<file path="src/rtl/ext_irq_pkg.sv">
package ext_irq_pkg;

  typedef enum logic [1:0] {
    SENSE_LOW  = 2'b00,
    SENSE_HIGH = 2'b01,
    SENSE_RISE = 2'b10,
    SENSE_FALL = 2'b11
  } sense_e;

  localparam int unsigned BUS_AW = 8;
  localparam int unsigned BUS_DW = 32;

  localparam logic [BUS_AW-1:0] OFS_SENSE  = 8'h08;
  localparam logic [BUS_AW-1:0] OFS_ENABLE = 8'h0C;
  localparam logic [BUS_AW-1:0] OFS_PEND   = 8'h10;

  localparam logic [1:0] SENSE_RESET = 2'b01;

endpackage

</file>
<file path="src/rtl/ext_irq_sync.sv">
module ext_irq_sync #(
  parameter int unsigned WIDTH  = 4,
  parameter int unsigned STAGES = 2
) (
  input  logic             clk,
  input  logic             rst_n,
  input  logic [WIDTH-1:0] pin_i,
  output logic [WIDTH-1:0] lvl_o,
  output logic [WIDTH-1:0] prev_o
);

  logic [WIDTH-1:0] stage_q [STAGES];
  logic [WIDTH-1:0] stage_d [STAGES];
  logic [WIDTH-1:0] prev_q;
  logic [WIDTH-1:0] prev_d;

  always_comb begin
    stage_d[0] = pin_i;
    for (int k = 1; k < STAGES; k++) begin
      stage_d[k] = stage_q[k-1];
    end
    prev_d = stage_q[STAGES-1];
  end

  always_ff @(posedge clk or negedge rst_n) begin
    if (!rst_n) begin
      for (int k = 0; k < STAGES; k++) begin
        stage_q[k] <= '0;
      end
      prev_q <= '0;
    end else begin
      for (int k = 0; k < STAGES; k++) begin
        stage_q[k] <= stage_d[k];
      end
      prev_q <= prev_d;
    end
  end

  assign lvl_o  = stage_q[STAGES-1];
  assign prev_o = prev_q;

endmodule

</file>
<file path="src/rtl/ext_irq_chan.sv">
module ext_irq_chan
  import ext_irq_pkg::*;
(
  input  logic       clk,
  input  logic       rst_n,
  input  logic [1:0] mode_i,
  input  logic       lvl_i,
  input  logic       prev_i,
  input  logic       clr_i,
  input  logic       flush_i,
  output logic       pend_o,
  output logic       req_o
);

  sense_e mode;
  logic   edge_hit;
  logic   pend_q;
  logic   pend_d;
  logic   pend_en;

  assign mode = sense_e'(mode_i);

  always_comb begin
    unique case (mode)
      SENSE_RISE: edge_hit =  lvl_i & ~prev_i;
      SENSE_FALL: edge_hit = ~lvl_i &  prev_i;
      default:    edge_hit = 1'b0;
    endcase
  end

  always_comb begin
    pend_en = flush_i | edge_hit | clr_i;
    if (flush_i) begin
      pend_d = 1'b0;
    end else if (edge_hit) begin
      pend_d = 1'b1;
    end else begin
      pend_d = 1'b0;
    end
  end

  always_ff @(posedge clk or negedge rst_n) begin
    if (!rst_n) begin
      pend_q <= 1'b0;
    end else if (pend_en) begin
      pend_q <= pend_d;
    end
  end

  always_comb begin
    unique case (mode)
      SENSE_LOW:  req_o = ~lvl_i;
      SENSE_HIGH: req_o =  lvl_i;
      default:    req_o =  pend_q;
    endcase
  end

  assign pend_o = pend_q;

endmodule

</file>
<file path="src/rtl/ext_irq_regs.sv">
module ext_irq_regs
  import ext_irq_pkg::*;
#(
  parameter int unsigned NUM_CH = 4
) (
  input  logic                clk,
  input  logic                rst_n,
  input  logic                bus_sel_i,
  input  logic                bus_we_i,
  input  logic [BUS_AW-1:0]   bus_addr_i,
  input  logic [BUS_DW-1:0]   bus_wdata_i,
  output logic [BUS_DW-1:0]   bus_rdata_o,
  input  logic [NUM_CH-1:0]   pend_i,
  output logic [2*NUM_CH-1:0] sense_o,
  output logic [NUM_CH-1:0]   en_o,
  output logic [NUM_CH-1:0]   clr_o,
  output logic [NUM_CH-1:0]   flush_o
);

  localparam int unsigned SW = 2 * NUM_CH;

  logic [SW-1:0]     sense_q;
  logic [SW-1:0]     sense_d;
  logic [NUM_CH-1:0] en_q;
  logic [NUM_CH-1:0] en_d;
  logic              wr_sense;
  logic              wr_en;
  logic              wr_pend;

  assign wr_sense = bus_sel_i & bus_we_i & (bus_addr_i == OFS_SENSE);
  assign wr_en    = bus_sel_i & bus_we_i & (bus_addr_i == OFS_ENABLE);
  assign wr_pend  = bus_sel_i & bus_we_i & (bus_addr_i == OFS_PEND);

  assign sense_d = bus_wdata_i[SW-1:0];
  assign en_d    = bus_wdata_i[NUM_CH-1:0];

  always_ff @(posedge clk or negedge rst_n) begin
    if (!rst_n) begin
      sense_q <= {NUM_CH{SENSE_RESET}};
    end else if (wr_sense) begin
      sense_q <= sense_d;
    end
  end

  always_ff @(posedge clk or negedge rst_n) begin
    if (!rst_n) begin
      en_q <= '0;
    end else if (wr_en) begin
      en_q <= en_d;
    end
  end

  for (genvar c = 0; c < NUM_CH; c++) begin : g_ctl
    assign flush_o[c] = wr_sense & (sense_d[2*c +: 2] != sense_q[2*c +: 2]);
    assign clr_o[c]   = wr_pend & bus_wdata_i[c];
  end

  always_comb begin
    bus_rdata_o = '0;
    if (bus_sel_i && !bus_we_i) begin
      unique case (bus_addr_i)
        OFS_SENSE:  bus_rdata_o[SW-1:0]     = sense_q;
        OFS_ENABLE: bus_rdata_o[NUM_CH-1:0] = en_q;
        OFS_PEND:   bus_rdata_o[NUM_CH-1:0] = pend_i;
        default:    bus_rdata_o = '0;
      endcase
    end
  end

  assign sense_o = sense_q;
  assign en_o    = en_q;

endmodule

</file>
<file path="src/rtl/ext_irq_sense.sv">
module ext_irq_sense
  import ext_irq_pkg::*;
#(
  parameter int unsigned NUM_CH      = 4,
  parameter int unsigned SYNC_STAGES = 2
) (
  input  logic                clk,
  input  logic                rst_n,
  input  logic [NUM_CH-1:0]   irq_pin_i,
  input  logic                bus_sel_i,
  input  logic                bus_we_i,
  input  logic [BUS_AW-1:0]   bus_addr_i,
  input  logic [BUS_DW-1:0]   bus_wdata_i,
  output logic [BUS_DW-1:0]   bus_rdata_o,
  output logic                irq_o
);

  logic [2*NUM_CH-1:0] sense_q;
  logic [NUM_CH-1:0]   en_q;
  logic [NUM_CH-1:0]   clr;
  logic [NUM_CH-1:0]   flush;
  logic [NUM_CH-1:0]   pend;
  logic [NUM_CH-1:0]   req;
  logic [NUM_CH-1:0]   sync_lvl;
  logic [NUM_CH-1:0]   sync_prev;

  ext_irq_sync #(
    .WIDTH  (NUM_CH),
    .STAGES (SYNC_STAGES)
  ) i_sync (
    .clk    (clk),
    .rst_n  (rst_n),
    .pin_i  (irq_pin_i),
    .lvl_o  (sync_lvl),
    .prev_o (sync_prev)
  );

  ext_irq_regs #(
    .NUM_CH (NUM_CH)
  ) i_regs (
    .clk         (clk),
    .rst_n       (rst_n),
    .bus_sel_i   (bus_sel_i),
    .bus_we_i    (bus_we_i),
    .bus_addr_i  (bus_addr_i),
    .bus_wdata_i (bus_wdata_i),
    .bus_rdata_o (bus_rdata_o),
    .pend_i      (pend),
    .sense_o     (sense_q),
    .en_o        (en_q),
    .clr_o       (clr),
    .flush_o     (flush)
  );

  for (genvar c = 0; c < NUM_CH; c++) begin : g_ch
    ext_irq_chan i_chan (
      .clk     (clk),
      .rst_n   (rst_n),
      .mode_i  (sense_q[2*c +: 2]),
      .lvl_i   (sync_lvl[c]),
      .prev_i  (sync_prev[c]),
      .clr_i   (clr[c]),
      .flush_i (flush[c]),
      .pend_o  (pend[c]),
      .req_o   (req[c])
    );
  end

  assign irq_o = |(req & en_q);

endmodule

</file>
<file path="config.mk">
export PLATFORM = sky130hd
export DESIGN_NAME = ext_irq_sense
export DESIGN_NICKNAME = d
export VERILOG_FILES = /design/src/rtl/ext_irq_pkg.sv /design/src/rtl/ext_irq_sync.sv /design/src/rtl/ext_irq_chan.sv /design/src/rtl/ext_irq_regs.sv /design/src/rtl/ext_irq_sense.sv
export SDC_FILE = /design/constraint.sdc
export NUM_CORES = 1
export LEC_CHECK = 0
export ABC_CLOCK_PERIOD_IN_PS = 1600
export BUFFER_PORTS_ARGS = -buffer_cell sky130_fd_sc_hd__buf_2
export CELL_PAD_IN_SITES_DETAIL_PLACEMENT = 0
export CELL_PAD_IN_SITES_GLOBAL_PLACEMENT = 2
export CORE_ASPECT_RATIO = 0.6
export CORE_UTILIZATION = 24
export DETAILED_ROUTE_END_ITERATION = 8
export GPL_TIMING_DRIVEN = 0
export PLACE_DENSITY = 0.72
export SLEW_MARGIN = 20
export SYNTH_ARGS = -nofsm -noshare
export SYNTH_HDL_FRONTEND = slang
export SYNTH_SLANG_ARGS = --single-unit
</file>
<file path="constraint.sdc">
create_clock -name clk -period 1.6 [get_ports clk]
set_input_delay 0.32 -clock clk [delete_from_list [all_inputs] [get_ports clk]]
set_output_delay 0.32 -clock clk [all_outputs]
set_load 0.05 [all_outputs]
</file>
==> reports/results.tsv <==
stage	metric	value	unit
outcome	outcome	finished with violations	
outcome	failing checks	setup timing	
critical_path	CP Data Arrival Time	1.67	ns
timing	slew at the pin closest to its max-slew limit	0.653	ns
final_layout	most frequent standard cell in the layout excluding fill and tap cells	sky130_fd_sc_hd__buf_4	
synthesis	post-synthesis sequential element count	28	
clocking	largest buffer count on any clock path	2	
routing	drt first pass iters	4	
routing	Via-to-Cell Ratio	3.88	
global_route	vias in the first global route	1103	
pwr	reported leakage power	1.07	nW
final_layout	commonest non-fill, non-tap cells in the layout	35 x sky130_fd_sc_hd__buf_4, 24 x sky130_fd_sc_hd__conb_1, 24 x sky130_fd_sc_hd__dfrtp_1, 19 x sky130_fd_sc_hd__buf_2, 14 x sky130_fd_sc_hd__nand2_1	
clocking	Sink Count	28	
floorplanning	starting utilization of the core area	25.5	%
timing	post-layout minimum cycle time	1.99	ns
timing	largest clock skew in the final design	0.00746	ns
timing	final setup margin	-0.393	ns
clocking	clock insertion delay at the later pin of the skew report	0.28	ns
final_layout	Inserted Diodes	0	
critical_path	slowest cell delay on critical path	0.57	ns
synthesis	synthesized-area fraction occupied by and/or/nand/nor cells	14.6	%
pwr	switching portion of total power	30.1	%
global_route	wire length of the first global-routing pass	5.70	mm
pwr	IR Drop Worst-Case VDD	0.303	mV
routing	iteration-0 DRC count of the detailed router	36	
clocking	clock tree from TritonCTS	done	
final_layout	number of nets in the layout	268	
pwr	power dissipated by switching net loads	0.461	mW
critical_path	Setup crit end kind	output port	
floorplanning	number of standard-cell rows in the floorplan	22	
floorplanning	Die Outline Area	7010	um^2
flow_run	Max-Cap Viols	0	
synthesis	cell area after synthesis	1600	um^2
synthesis	combinational family with the most area after synthesis	simple AND/OR/NAND/NOR gates	
routing	routed wire length	3.67	mm
placement	pre-CTS setup slack	-0.605	ns
global_route	total overflow reported by the global router	0	
clocking	Clk Tree Root Cell	sky130_fd_sc_hd__clkbuf_8	
timing	setup repair after global routing missed its margin	yes	
floorplanning	die span in y	65.3	um
critical_path	chain of cells forming the critical path	buf_6, or4b_4, nor3_4, a22oi_1, nor2_4, buf_6	
pwr	combinational share of power	21.6	%
synthesis	area share of xor/xnor cells in the synthesized design	6.56	%
critical_path	worst-path fanout max	4	
clocking	CTS clock-pin slew for the worst setup and hold paths	0.10	ns
timing	highest attainable clock frequency	502	MHz
timing	relative slew slack	56.5	%
timing	final worst-path cycle share	125	%
clocking	number of buffers inserted during clock tree synthesis	3	
placement	final estimated routing congestion in global placement	0.726	
final_layout	fraction of the core area covered by cells at the end of the flow	37.5	%
routing	number of DRC violations after detailed routing	0	
timing	final hold viol count	0	
timing	setup TNS	-2.84	ns
critical_path	count of buffer and inverter cells on the critical path	2	
critical_path	most frequent cell on the critical path	sky130_fd_sc_hd__buf_6	
global_route	number of antenna violations at the first check in global routing	0	
hold_path	path type of the worst min-delay path	in -> async	
synthesis	share of the synthesized area in compound gates (AO/OA/AOI/OAI)	10.8	%
critical_path	CP max-delay cell	sky130_fd_sc_hd__or4b_4	
floorplanning	floorplan die width	107	um
critical_path	top cell family by delay on the critical path	simple AND/OR/NAND/NOR gates	
clocking	hold buffers post-CTS	0	
critical_path	Critical Path RT	1.28	ns
critical_path	kind of launch point of the worst setup path	primary input	
synthesis	synthesized netlist cell count	149	
synthesis	count of unique library cells instantiated by Yosys	30	
floorplanning	Placeable Area	6280	um^2
synthesis	Seq/Total Area, Yosys	44.1	%
routing	number of vias in the routed layout	1175	
floorplanning	Ports	81	
timing	fin. max-slew vios	0	
synthesis	synthesized-area fraction occupied by adder cells	0	%
placement	quantity of I/O buffers inserted on ports	31	
global_route	overall global routing resource usage	10.8	%
global_route	pin count of the biggest net entering global routing	29	
final_layout	layout cells sized above 1	53.4	%
pwr	cell internal power dissipation	1.07	mW
pwr	proportion of power drawn by the clock network	29.2	%
routing	number of nets with antenna violations after routing	0	
critical_path	critical path start-end classification	in -> out	
final_layout	Syn-to-layout area delta	47.0	%
synthesis	mean area per synthesized cell	10.7	um^2
clocking	level count of the clock H-tree	1	
synthesis	yosys synthesis warning count	0	
placement	post-DP HPWL	2.66	mm
pwr	part of the total power dissipated in sequential elements	49.1	%
pwr	power density over the cells	652	nW/um^2
timing	final setup violation count	15	
synthesis	mux contribution to synthesized area	11.2	%
routing	Routed wire per std cell	12.1	um
==> per-layer routing <==
layer | vias to the layer above | wire length, um | GRT usage (%)
li1 | 611 | - | -
met1 | 536 | 2030 | 16.9
met2 | 26 | 1440 | 14.4
met3 | 2 | 188 | 3.37
met4 | 0 | 13 | 1.54
met5 | - | 0 | 0
==> worst paths after layout <==
check                                               from                                 to  slack (ns)  cells after the start
setup / recovery                           bus_addr_i[3]                     bus_rdata_o[0]       -0.39                      6
hold / removal                                     rst_n         i_sync.prev_o[2]$_DFF_PN0_        0.06                      1
setup reg to reg           i_regs.sense_o[0]$_DFFE_PN1P_  g_ch[0].i_chan.pend_o$_DFFE_PN0P_        0.27                      5
hold reg to reg              i_sync.stage_d[2]$_DFF_PN0_          i_sync.lvl_o[2]$_DFF_PN0_        0.36                      0
max in group asynchronous                          rst_n         i_regs.en_o[0]$_DFFE_PN0P_        1.12                      1
min in group clk                            irq_pin_i[2]        i_sync.stage_d[2]$_DFF_PN0_        0.14                      1
==> cells in the mapped netlist <==
| library cell | number | area, um^2 |
|---|---|---|
| sky130_fd_sc_hd__clkbuf_1 | 1 | 3.75 |
| sky130_fd_sc_hd__o2111ai_1 | 1 | 8.76 |
| sky130_fd_sc_hd__buf_2 | 1 | 5.00 |
| sky130_fd_sc_hd__conb_1 | 1 | 3.75 |
| sky130_fd_sc_hd__a22oi_1 | 6 | 45.0 |
| sky130_fd_sc_hd__nor3_1 | 2 | 10.0 |
| sky130_fd_sc_hd__nor4b_1 | 1 | 8.76 |
| sky130_fd_sc_hd__nand2_1 | 14 | 52.6 |
| sky130_fd_sc_hd__nand2b_1 | 4 | 25.0 |
| sky130_fd_sc_hd__dfstp_2 | 4 | 105 |
| sky130_fd_sc_hd__and2_1 | 5 | 31.3 |
| sky130_fd_sc_hd__or4b_4 | 1 | 13.8 |
| sky130_fd_sc_hd__mux2_2 | 16 | 180 |
| sky130_fd_sc_hd__or3_1 | 1 | 6.26 |
| sky130_fd_sc_hd__buf_4 | 25 | 188 |
| sky130_fd_sc_hd__xnor2_1 | 8 | 70.1 |
| sky130_fd_sc_hd__o22ai_1 | 4 | 25.0 |
| sky130_fd_sc_hd__o21ai_0 | 4 | 20.0 |
| sky130_fd_sc_hd__nand4_1 | 1 | 6.26 |
| sky130_fd_sc_hd__dfrtp_1 | 24 | 601 |
| sky130_fd_sc_hd__nor2b_1 | 4 | 25.0 |
| sky130_fd_sc_hd__or4_4 | 1 | 11.3 |
| sky130_fd_sc_hd__a221oi_1 | 1 | 8.76 |
| sky130_fd_sc_hd__inv_1 | 1 | 3.75 |
| sky130_fd_sc_hd__nor3b_2 | 1 | 12.5 |
| sky130_fd_sc_hd__a221oi_2 | 3 | 45.0 |
| sky130_fd_sc_hd__a21oi_1 | 4 | 20.0 |
| sky130_fd_sc_hd__xor2_1 | 4 | 35.0 |
| sky130_fd_sc_hd__and4bb_2 | 1 | 12.5 |
| sky130_fd_sc_hd__nor2_1 | 5 | 18.8 |
==> timing repair <==
item	CTS	global route
pin swaps	9	3
endpoints found under the hold margin	0	0
buffers inserted	6	6
gates resized for setup	35	16
endpoints found under the setup margin	25	25
cloned	0	1
==> sequential cells by signal, indices dropped and copies added (netlist names) <==
register / cells
g_ch.i_chan.pend_o: 4
i_regs.en_o: 4
i_regs.sense_o: 8
i_sync.prev_o: 4
i_sync.lvl_o: 4
i_sync.stage_d: 4
==> logic make-up after synthesis <==
kind of cell           Yosys count
buffers and inverters           28
AND/OR/NAND/NOR                 41
flip-flops                      28
XOR/XNOR                        12
AO/OA/AOI/OAI                   23
multiplexers                    16
other                            1
==> power groups by stage <==
stage          sequential [mW]  clock, mW  combinational [mW]
3_3_place_gp             0.769          0               0.306
6_report                 0.754      0.449               0.332
5_1_grt                  0.759      0.487               0.356
2_1_floorplan            0.764          0               0.239
4_1_cts                  0.753      0.454               0.325
3_5_place_dp             0.770          0               0.306
==> area by class of cell <==
cell class / instances / area [um^2]
timing repair buffer: 44 / 358
fill: 647 / 3920
clock buffer: 4 / 55.1
inverter: 1 / 3.75
tap: 84 / 105
multi-input combinational: 116 / 930
sequential: 28 / 706
buffer: 26 / 196
==> stage by stage <==
step / hold slack [ns] / total power [mW] / cell area, um^2 / cells
2_1_floorplan: 0.0244 / 1.00 / 1780 / 172
3_3_place_gp: 0.333 / 1.07 / 2040 / 287
3_5_place_dp: 0.336 / 1.08 / 2040 / 287
4_1_cts: 0.0845 / 1.53 / 2260 / 297
5_1_grt: 0.104 / 1.60 / 2350 / 303
6_report: 0.0593 / 1.53 / 2350 / 303
Note: power is estimated with default switching activity, not from simulation.
